$ cat src/rtl/bp_onebit_pkg.sv
package bp_onebit_pkg;
    typedef enum logic {
        OUTC_NOT_TAKEN = 1'b0,
        OUTC_TAKEN     = 1'b1
    } outcome_e;

    // Younger instructions fetched behind a branch before it resolves in execute.
    localparam int SQUASH_SLOTS = 2;
endpackage

$ cat src/rtl/bp_pc_index.sv
module bp_pc_index #(
    parameter int PC_W    = 32,
    parameter int IDX_LSB = 2,
    parameter int IDX_W   = 6
) (
    input  logic [PC_W-1:0]  pc,
    output logic [IDX_W-1:0] idx
);
    logic unused_pc_bits;

    assign idx            = pc[IDX_LSB +: IDX_W];
    assign unused_pc_bits = ^{pc[PC_W-1:IDX_LSB+IDX_W], pc[IDX_LSB-1:0]};
endmodule

$ cat src/rtl/bp_hist_array.sv
module bp_hist_array
    import bp_onebit_pkg::*;
#(
    parameter int ENTRIES = 64,
    localparam int IDX_W  = $clog2(ENTRIES)
) (
    input  logic             clk,
    input  logic             rst_n,
    input  logic [IDX_W-1:0] rd_idx,
    input  logic [IDX_W-1:0] cmp_idx,
    input  logic             flip,
    output logic             rd_bit,
    output logic             cmp_bit
);
    typedef struct packed {
        logic [ENTRIES-1:0] hist;
    } tbl_t;

    tbl_t tbl_d, tbl_q;

    always_comb begin
        tbl_d = tbl_q;
        if (flip) begin
            tbl_d.hist[cmp_idx] = ~tbl_q.hist[cmp_idx];
        end
    end

    always_ff @(posedge clk or negedge rst_n) begin
        if (!rst_n) begin
            tbl_q.hist <= {ENTRIES{1'(OUTC_NOT_TAKEN)}};
        end else begin
            tbl_q <= tbl_d;
        end
    end

    // Both reads see the registered image, so a same-cycle flip is not visible to fetch.
    assign rd_bit  = tbl_q.hist[rd_idx];
    assign cmp_bit = tbl_q.hist[cmp_idx];
endmodule

$ cat src/rtl/bp_resolve_check.sv
module bp_resolve_check #(
    parameter int SLOTS = 2
) (
    input  logic             res_valid,
    input  logic             res_taken,
    input  logic             stored_bit,
    output logic             miss,
    output logic [SLOTS-1:0] squash
);
    assign miss = res_valid && (res_taken != stored_bit);

    for (genvar s = 0; s < SLOTS; s++) begin : g_lane
        assign squash[s] = miss;
    end
endmodule

$ cat src/rtl/bp_onebit_table.sv
module bp_onebit_table
    import bp_onebit_pkg::*;
#(
    parameter int PC_W    = 32,
    parameter int ENTRIES = 64,
    parameter int IDX_LSB = 2,
    localparam int IDX_W  = $clog2(ENTRIES)
) (
    input  logic                    clk,
    input  logic                    rst_n,
    input  logic [PC_W-1:0]         fetch_pc,
    output logic                    fetch_pred_taken,
    input  logic                    res_valid,
    input  logic [PC_W-1:0]         res_pc,
    input  logic                    res_taken,
    output logic                    mispredict,
    output logic [SQUASH_SLOTS-1:0] squash_slots
);
    logic [IDX_W-1:0] fetch_idx;
    logic [IDX_W-1:0] res_idx;
    logic             res_stored;
    logic             miss;

    bp_pc_index #(.PC_W(PC_W), .IDX_LSB(IDX_LSB), .IDX_W(IDX_W)) u_fidx (
        .pc  (fetch_pc),
        .idx (fetch_idx)
    );

    bp_pc_index #(.PC_W(PC_W), .IDX_LSB(IDX_LSB), .IDX_W(IDX_W)) u_ridx (
        .pc  (res_pc),
        .idx (res_idx)
    );

    bp_hist_array #(.ENTRIES(ENTRIES)) u_tbl (
        .clk     (clk),
        .rst_n   (rst_n),
        .rd_idx  (fetch_idx),
        .cmp_idx (res_idx),
        .flip    (miss),
        .rd_bit  (fetch_pred_taken),
        .cmp_bit (res_stored)
    );

    bp_resolve_check #(.SLOTS(SQUASH_SLOTS)) u_cmp (
        .res_valid  (res_valid),
        .res_taken  (res_taken),
        .stored_bit (res_stored),
        .miss       (miss),
        .squash     (squash_slots)
    );

    assign mispredict = miss;
endmodule

$ cat config.mk
export PLATFORM = sky130hd
export DESIGN_NAME = bp_onebit_table
export DESIGN_NICKNAME = d
export VERILOG_FILES = /design/src/rtl/bp_onebit_pkg.sv /design/src/rtl/bp_pc_index.sv /design/src/rtl/bp_hist_array.sv /design/src/rtl/bp_resolve_check.sv /design/src/rtl/bp_onebit_table.sv
export SDC_FILE = /design/constraint.sdc
export NUM_CORES = 1
export LEC_CHECK = 0
export BUFFER_PORTS_ARGS = -buffer_cell sky130_fd_sc_hd__buf_2
export CELL_PAD_IN_SITES_DETAIL_PLACEMENT = 1
export CELL_PAD_IN_SITES_GLOBAL_PLACEMENT = 1
export CORE_ASPECT_RATIO = 1.75
export CORE_MARGIN = 4
export CORE_UTILIZATION = 24
export CTS_BUF_LIST = sky130_fd_sc_hd__clkbuf_8
export DETAILED_ROUTE_END_ITERATION = 8
export PLACE_DENSITY = 0.57
export SYNTH_ARGS = -nofsm -noshare
export SYNTH_HDL_FRONTEND = slang
export SYNTH_SLANG_ARGS = --single-unit
export TNS_END_PERCENT = 5
$ cat constraint.sdc
create_clock -name clk -period 3.1 [get_ports clk]
set_input_delay 0.31 -clock clk [delete_from_list [all_inputs] [get_ports clk]]
set_output_delay 0.31 -clock clk [all_outputs]
set_load 0.01 [all_outputs]
# After elaboration in Yosys (flattened, before gate mapping)
# Index checks and enable logic that the tools add are counted.
[op_classes] eq_ne=1 order_cmp=3 bitwise_logic=1 muxes=7 n_reduce_logical=2
[op_table] op="$bwmux 64" count=1
[op_table] op="$lt 6x7->1 const B" count=2
[op_table] op="$bmux 1 s6" count=2
[op_table] op="$demux 1 s6" count=1
[op_table] op="$ge 6x1->1 const B" count=1
[op_table] op="$mux 1" count=3
[op_table] op="$logic_and 1x1->1" count=2
[op_table] op="$ne 1x1->1" count=1
[op_table] op="$not 1->1" count=1
[word_totals] regBits=64 in_bits=68 word_cells=15 out_inout_bits=4

# Logic depth before layout (Yosys ltp)
# Gate-level depths: netlist of run 1.
[depth] ltp_word=5 mapped_depth=12 depth_no_buf=7

# By module
# From an unflattened synthesis of run 1, not the netlist that was laid out.
[hier_totals] cells_unflattened=366 hier_area_um2=4146.5
[modules_own_cells] mod="bp_hist_array" seq_area_each_um2=1601.5 cells_per_inst=350 instances=1 area_per_inst_um2=4026.4
[modules_own_cells] mod="bp_pc_index" seq_area_each_um2=0.0 cells_per_inst=6 instances=2 area_per_inst_um2=45.0
[modules_own_cells] mod="bp_resolve_check" seq_area_each_um2=0.0 cells_per_inst=4 instances=1 area_per_inst_um2=30.0

# Worst setup path before layout of run 1
# OpenSTA, ideal clock, no wires.
[synth_path] path_type="input-to-output" start="input res_pc[2]" end="output squash_slots[0]" path_buffers=3 stages=10 arrival_ns=2.567 slack_ns=0.223 t_required_ns=2.790 path_cell_list="buf_2 mux4_2 nor2_1 nor3b_1 or4_4 a2111oi_4 buf_6 xnor2_1 and2_1 buf_4"
[synth_between] elab_chain_len=4
[synth_lines] item="from (decl)" line="bp_onebit_table.sv:14" text="input logic [PC_W-1:0] res_pc,"
[synth_lines] item="$bmux 1 s6" line="bp_hist_array.sv:38" text="assign cmp_bit = tbl_q.hist[cmp_idx];"
[synth_lines] item="$mux 1 (implied by the code)" line="bp_hist_array.sv:38"
[synth_lines] item="$ne 1x1->1" line="bp_resolve_check.sv:10" text="assign miss = res_valid && (res_taken != stored_bit);"
[synth_lines] item="$logic_and 1x1->1" line="bp_resolve_check.sv:10"
[synth_lines] item="to (decl)" line="bp_onebit_table.sv:17" text="output logic [SQUASH_SLOTS-1:0] squash_slots"
# No other way between the ends. The select of a mux whose other input is x is not followed.

# Worst setup path after layout of run 1
[layout_path] start="register u_tbl.tbl_q[3] (netlist bit)" end="output mispredict"
[layout_between] elab_chain_len=4
[layout_lines] item="from (decl)" line="bp_hist_array.sv:19" text="tbl_t tbl_d, tbl_q;"
[layout_lines] item="from (signal assigned)" line="bp_hist_array.sv:32" text="tbl_q <= tbl_d;"
[layout_lines] item="$bmux 1 s6" line="bp_hist_array.sv:38"
[layout_lines] item="$mux 1 (implied by the code)" line="bp_hist_array.sv:38"
[layout_lines] item="$ne 1x1->1" line="bp_resolve_check.sv:10"
[layout_lines] item="$logic_and 1x1->1" line="bp_resolve_check.sv:10"
[layout_lines] item="to (decl)" line="bp_onebit_table.sv:16" text="output logic mispredict,"
# No other way between the ends. The select of a mux whose other input is x is not followed.

==> impl_metrics.csv, run 1 <==
group,metric,value,unit
cells_and_area,n_antenna_cell,0,
power_and_ir_drop,power_leakage,2.004,nW
worst_setup_path,critical_path_class,"reg2out",
synth,syn_inst,492,
cells_and_area,layout_commonest_cell,"nand2_1",
floorplan,start_util,24.38,%
detailed_routing,drtIter0Drc,233,
cells_and_area,reg_top3,"u_tbl.tbl_q: 64 flops",
worst_setup_path,cp_data_arrival_time,2.76,ns
timing,setup_viol,0,
timing,fmax,325.2,MHz
clock_network,cts.clk_slew.worst_paths,0.07,ns
floorplan,core-area,0.01754,mm²
place,gp_congestion,0.8886,
worst_hold_path,hp-class,"in2async",
global_route,grt_pass1_wl,24.02,mm
global_route,grt_pass1_vias,4250,
clock_network,cts.sinks,64,
cells_and_area,multiInputGateArea,0.002446,mm²
power_and_ir_drop,powerDensity,361.5,mW/mm²
worst_setup_path,cp.required,2.79,ns
detailed_routing,drt_wl_total,15.25,mm
clock_network,postCtsHoldBufs,0,
floorplan,die_area,0.02010,mm²
clock_network,clk_latency,0.37,ns
timing,skew,0.01100,ns
job,drv_cap,0,
place,placed_cells,726,
synth,synth_warnings,0,
clock_network,root_buffer,"clkbuf_8",
timing,report.final.hold_viol_count,0,
cells_and_area,num-fill-cells,2039,
global_route,grt_use_total,15.93,%
floorplan,die_height,184.6,µm
clock_network,cts_buffers,9,
timing,period_minus_slack,3.075,ns
clock_network,cts_tree,"yes",
synth,synth-seq-area-share,37.46,%
synth,synth_top_area_cell,"dfrtp_1",
synth,synthFlopType,"dfrtp_1",
synth,synth_edf_count,0,
floorplan,die_x,108.9,µm
cells_and_area,largest_register_ffs,64,
detailed_routing,via_per_inst,5.353,
timing,rsz0062_at_grt,"true",
clock_network,htreeDepth,3,
global_route,antenna_found_initial,1,
clock_network,clockBufferDepth,2,
timing,tns,0,ns
worst_setup_path,crit_path_start_kind,"register",
timing,worst_slew_pin_slew,1.009,ns
synth,syn_area,0.004275,mm²
detailed_routing,drt_first_pass_iters,6,
cells_and_area,mostFrequentLayoutCells,"76 x nand2_1, 75 x nor2_1, 66 x a31oi_1",
synth,syn_avg_cell_area,8.690,µm²
place,io_buffers,19,
synth,yosysUniqueCellTypes,40,
cells_and_area,nets,578,
floorplan,pin_count,72,
detailed_routing,drc_errors,0,
worst_setup_path,critPathCaptureType,"primary output",
detailed_routing,vias,3993,
timing,maxSlewHeadroom,32.71,%
synth,synthTopCellsByArea,"dfrtp_1 37%, mux4_2 13%, a31oi_1 9.7%",
worst_setup_path,crit_fanout,3,
power_and_ir_drop,peakVddDrop,0.0001751,V
cells_and_area,stdcell_count,746,
run_status,status,"finished clean",
detailed_routing,avgRoutedWirePerCell,20.44,µm
timing,final.period_utilization,99.18,%
synth,yosys.area.top_type_share,37.46,%
floorplan,num_rows,64,
synth,synth_async_sr_flop_share,100.0,%
place,dp.final_hpwl,10.83,mm
synth,ys_seq_elements,64,
synth,synthesis.nets,560,
cells_and_area,drive_gt1_share,21.17,%
timing,slew_viol_final,0,
cells_and_area,area_growth,15.54,%
global_route,grt_overflow_total,0,
detailed_routing,postRouteAntennaNets,0,
cells_and_area,regArea,0.001602,mm²
global_route,grt_max_degree,65,
cells_and_area,regMostFlops,"u_tbl.tbl_q",
[logic make-up (layout without fill, tap and decap cells)]
logic type / count (synthesis) / in the layout / synth area share, %
multiplexers: 40 / 40 / 16.65
XOR/XNOR: 1 / 1 / 0.2049
flip-flops: 64 / 64 / 37.46
AND/OR/NAND/NOR: 179 / 179 / 17.50
buffers and inverters: 54 / 77 / 6.409
AO/OA/AOI/OAI: 154 / 154 / 21.77
[cell type report]
type,count,area share (%)
Timing Repair Buffer,57,8.561
Sequential cell,64,32.42
Clock buffer,10,2.786
Clock inverter,6,0.5572
Tap cell,231,5.851
Multi-Input combinational cell,374,49.52
Inverter,4,0.3040
[where the power goes]
group	leakage, nW	switching (W)	internal (W)	total [W]
clock	0.0982	0.000347	0.000301	0.000648
combinational	1.01	0.000191	0.000101	0.000291
sequential	0.893	0.00000672	0.000840	0.000847
[metrics by stage]
step / hold slack, ns / setup WS (ns) / util, % / power [W] / instance area [µm²]
floorplan: 0.01441 / 0.2228 / - / 0.001042 / 4275
global placement: 0.5206 / 0.02945 / 26.91 / 0.001144 / 4718
detailed placement: 0.5359 / 0.005516 / 26.91 / 0.001152 / 4718
CTS: 0.1380 / 0.03421 / 27.86 / 0.001807 / 4886
global route: 0.1958 / -0.08090 / 28.17 / 0.001864 / 4940
finish: 0.1007 / 0.02528 / 28.17 / 0.001786 / 4940
[critical path, cell delays in order (launching register included)]
cell and delay, ns:
dfrtp_1 0.41, mux4_2 0.49, nor2_2 0.11, nor3b_2 0.06, or4_4 0.53, a2111oi_4 0.35, xnor2_1 0.17, and2_4 0.17
buf_2 0.12
[metal layers]
layer	wire length [µm]	vias to the layer above	global-route usage, %
li1	-	1832	-
met1	5939	2061	17.92
met2	8140	70	28.34
met3	530	28	2.313
met4	629	2	8.645
met5	7	-	0
[synth_stat cells, types with 2 or more instances]
cell type / n
nand2b_1: 3
a21oi_1: 65
mux2_1: 9
a211oi_1: 2
nand2_1: 76
nor2b_1: 4
nor2_1: 76
nand3_1: 4
a31oi_1: 66
o21ai_0: 2
inv_1: 2
buf_2: 6
mux2i_1: 7
clkbuf_1: 30
a221oi_1: 5
dfrtp_1: 64
buf_1: 3
nor3_1: 3
and3_1: 3
nor3b_1: 4
a22oi_1: 4
inv_2: 2
mux4_2: 24
o22ai_1: 3
buf_4: 5
buf_6: 6
[timing repair]
item                                   in CTS  in global routing
setup buffers                               0                  4
cloned                                      0                  0
setup endpoints to repair                   3                  3
resized for setup                           1                  6
pin swaps                                   1                  3
endpoints found under the hold margin       0                  0
[path summary, 6_finish.rpt]
| path | start | slack [ns] | end | depth (start not counted) |
|---|---|---|---|---|
| max in group asynchronous | rst_n | 2.17 | u_tbl.tbl_q[49] | 2 |
| min in group clk | u_tbl.tbl_q[27] | 0.55 | u_tbl.tbl_q[27] | 2 |
| hold reg to reg | u_tbl.tbl_q[27] | 0.55 | u_tbl.tbl_q[27] | 2 |
| setup / recovery | u_tbl.tbl_q[3] | 0.03 | mispredict | 8 |
| hold / removal | rst_n | 0.10 | u_tbl.tbl_q[20] | 1 |
| setup reg to reg | u_tbl.tbl_q[3] | 0.34 | u_tbl.tbl_q[46] | 10 |
Note: power is estimated with default switching activity, not from simulation.
==> run 2, diff against run 1 <==
--- a/config.mk
+++ b/config.mk
@@ -5,7 +5,6 @@
 export SDC_FILE = /design/constraint.sdc
 export NUM_CORES = 1
 export LEC_CHECK = 0
-export BUFFER_PORTS_ARGS = -buffer_cell sky130_fd_sc_hd__buf_2
 export CELL_PAD_IN_SITES_DETAIL_PLACEMENT = 1
 export CELL_PAD_IN_SITES_GLOBAL_PLACEMENT = 1
 export CORE_ASPECT_RATIO = 1.75
@@ -13,7 +12,8 @@
 export CORE_UTILIZATION = 24
 export CTS_BUF_LIST = sky130_fd_sc_hd__clkbuf_8
 export DETAILED_ROUTE_END_ITERATION = 8
-export PLACE_DENSITY = 0.57
+export DONT_BUFFER_PORTS = 1
+export PLACE_DENSITY = 0.47
 export SYNTH_ARGS = -nofsm -noshare
 export SYNTH_HDL_FRONTEND = slang
 export SYNTH_SLANG_ARGS = --single-unit
==> impl_metrics.csv, run 2 (synthesis results as in run 1) <==
group,metric,value,unit
run_status,status,"finished clean",
clock_network,clk_latency,0.36,ns
detailed_routing,drc_errors,0,
worst_setup_path,cp_slowest_stage_delay,0.53,ns
detailed_routing,avgRoutedWirePerCell,21.67,µm
cells_and_area,area_growth,13.14,%
worst_setup_path,path_buf_inv,1,
cells_and_area,regMostFlops,"u_tbl.tbl_q",
worst_hold_path,hp-class,"in2reg",
cells_and_area,drive_gt1_share,16.94,%
timing,worst_slew_pin_slew,1.075,ns
worst_setup_path,path_delay_family,"simple AND/OR/NAND/NOR gates",
power_and_ir_drop,power_leakage,1.902,nW
detailed_routing,via_per_inst,5.441,
cells_and_area,nets,553,
job,drv_cap,0,
global_route,grt_pass1_wl,24.83,mm
worst_setup_path,crit_path_start_kind,"register",
floorplan,die_area,0.02010,mm²
detailed_routing,drt_first_pass_iters,4,
cells_and_area,post-route-util,27.58,%
global_route,grt_max_degree,66,
floorplan,core-area,0.01754,mm²
place,gp_congestion,0.7389,
floorplan,num_rows,64,
floorplan,die_height,184.6,µm
cells_and_area,mostFrequentLayoutCells,"76 x nand2_1, 75 x nor2_1, 66 x a31oi_1",
worst_setup_path,cp_slowest_cell,"or4_4",
place,dp_slack,0.2981,ns
clock_network,clockBufferDepth,2,
power_and_ir_drop,powerDensity,378.8,mW/mm²
timing,period_minus_slack,3.040,ns
cells_and_area,n_antenna_cell,0,
timing,fmax,328.9,MHz
detailed_routing,postRouteAntennaNets,0,
global_route,grt_use_total,16.42,%
worst_setup_path,cp_data_arrival_time,2.73,ns
timing,skew,0.01394,ns
power_and_ir_drop,peakVddDrop,0.0001683,V
place,io_buffers,0,
detailed_routing,drt_wl_total,15.62,mm
timing,slew_viol_final,0,
timing,setup_viol,0,
clock_network,cts.clk_slew.worst_paths,0.08,ns
timing,final.period_utilization,98.08,%
global_route,grt_overflow_total,0,
timing,layout_setup_ws,0.05962,ns
timing,report.final.hold_viol_count,0,
global_route,grt_pass1_vias,4083,
clock_network,root_buffer,"clkbuf_8",
clock_network,htreeDepth,3,
clock_network,cts_tree,"yes",
cells_and_area,reg_top3,"u_tbl.tbl_q: 64 flops",
worst_setup_path,crit_fanout,4,
detailed_routing,drtIter0Drc,258,
cells_and_area,largest_register_ffs,64,
timing,rsz0062_at_grt,"true",
cells_and_area,layout_commonest_cell,"nand2_1",
cells_and_area,stdcell_count,721,
floorplan,die_x,108.9,µm
place,dp.final_hpwl,10.16,mm
detailed_routing,vias,3923,
worst_setup_path,crit_chain,"mux4_2 -> nor2_2 -> nor3b_2 -> or4_4 -> a2111oi_4 -> xnor2_1 -> and2_4 -> buf_12",
worst_setup_path,critPathCaptureType,"primary output",
worst_setup_path,cp.required,2.79,ns
place,placed_cells,693,
floorplan,start_util,24.38,%
worst_setup_path,critical_path_class,"reg2out",
floorplan,pin_count,72,
timing,maxSlewHeadroom,28.05,%
clock_network,cts.sinks,64,
clock_network,cts_buffers,9,
global_route,antenna_found_initial,0,
run 2: changes by cell type in the layout (fill, tap and decap cells not counted), sizes merged:
cell / previous run / this run
buf: 57 / 31
clkinv: 4 / 1
clkinvlp: 0 / 2
bufinv: 0 / 1
dlygate4sd3: 0 / 1
run 2: metrics by stage:
stage	hold WS [ns]	TNS (ns)	instance area [µm²]	total power, W
after floorplan	0.01441	0	4275	0.001042
after global placement	0.01666	0	4506	0.001045
after detailed placement	0.01615	0	4506	0.001050
after CTS	0.08480	0	4750	0.001853
after global routing	0.1057	-0.1334	4837	0.001911
final	0.1069	0	4837	0.001832
run 2: path summary, 6_finish.rpt:
| check | start | to | slack (ns) | cells after the start |
|---|---|---|---|---|
| max reg2reg | u_tbl.tbl_q[0] | u_tbl.tbl_q[63] | 0.24 | 10 |
| min | res_taken | u_tbl.tbl_q[35] | 0.11 | 2 |
| max in group asynchronous | rst_n | u_tbl.tbl_q[56] | 2.31 | 2 |
| max | u_tbl.tbl_q[0] | squash_slots[1] | 0.06 | 8 |
| min reg2reg | u_tbl.tbl_q[46] | u_tbl.tbl_q[46] | 0.55 | 2 |
| min in group asynchronous | rst_n | u_tbl.tbl_q[21] | 0.47 | 2 |
run 2: timing repair:
action / CTS / global route
setup endpoints to repair: 3 / 3
gates cloned: 0 / 0
setup buffers: 1 / 9
endpoints found under the hold margin: 64 / 0
gates resized for setup: 0 / 5
pin swaps: 1 / 3
hold buffers: 2 / 0
run 2: worst register-to-register path, cell delays in order (launching register included):
cell	delay, ns
dfrtp_1	0.42
mux4_2	0.47
nor2_2	0.10
nor3b_2	0.07
or4_4	0.53
a2111oi_4	0.34
buf_4	0.17
buf_4	0.11
buf_4	0.28
a31oi_1	0.15
nor2_1	0.14
run 2: area by class of cell:
cell class	count	area, µm²
Clock buffer	10	137.6
Fill cell	2011	12700
Timing Repair Buffer	32	287.8
Clock inverter	6	61.31
Tap cell	231	289.0
Multi-Input combinational cell	374	2445
Sequential cell	64	1602
Inverter	4	15.01
run 2: report_power, final:
group	switching, W	internal (W)	leakage (nW)
clock	0.000381	0.000390	0.101
combinational	0.000129	0.0000858	0.908
sequential	0.00000661	0.000840	0.893
run 2: layer usage:
metal / vias to the layer above / global-route usage [%] / wire [µm]
li1: 1782 / - / -
met1: 2043 / 19.70 / 6418
met4: 0 / 5.460 / 289
met3: 16 / 3.014 / 631
met5: - / 0 / 0
met2: 82 / 29.07 / 8284
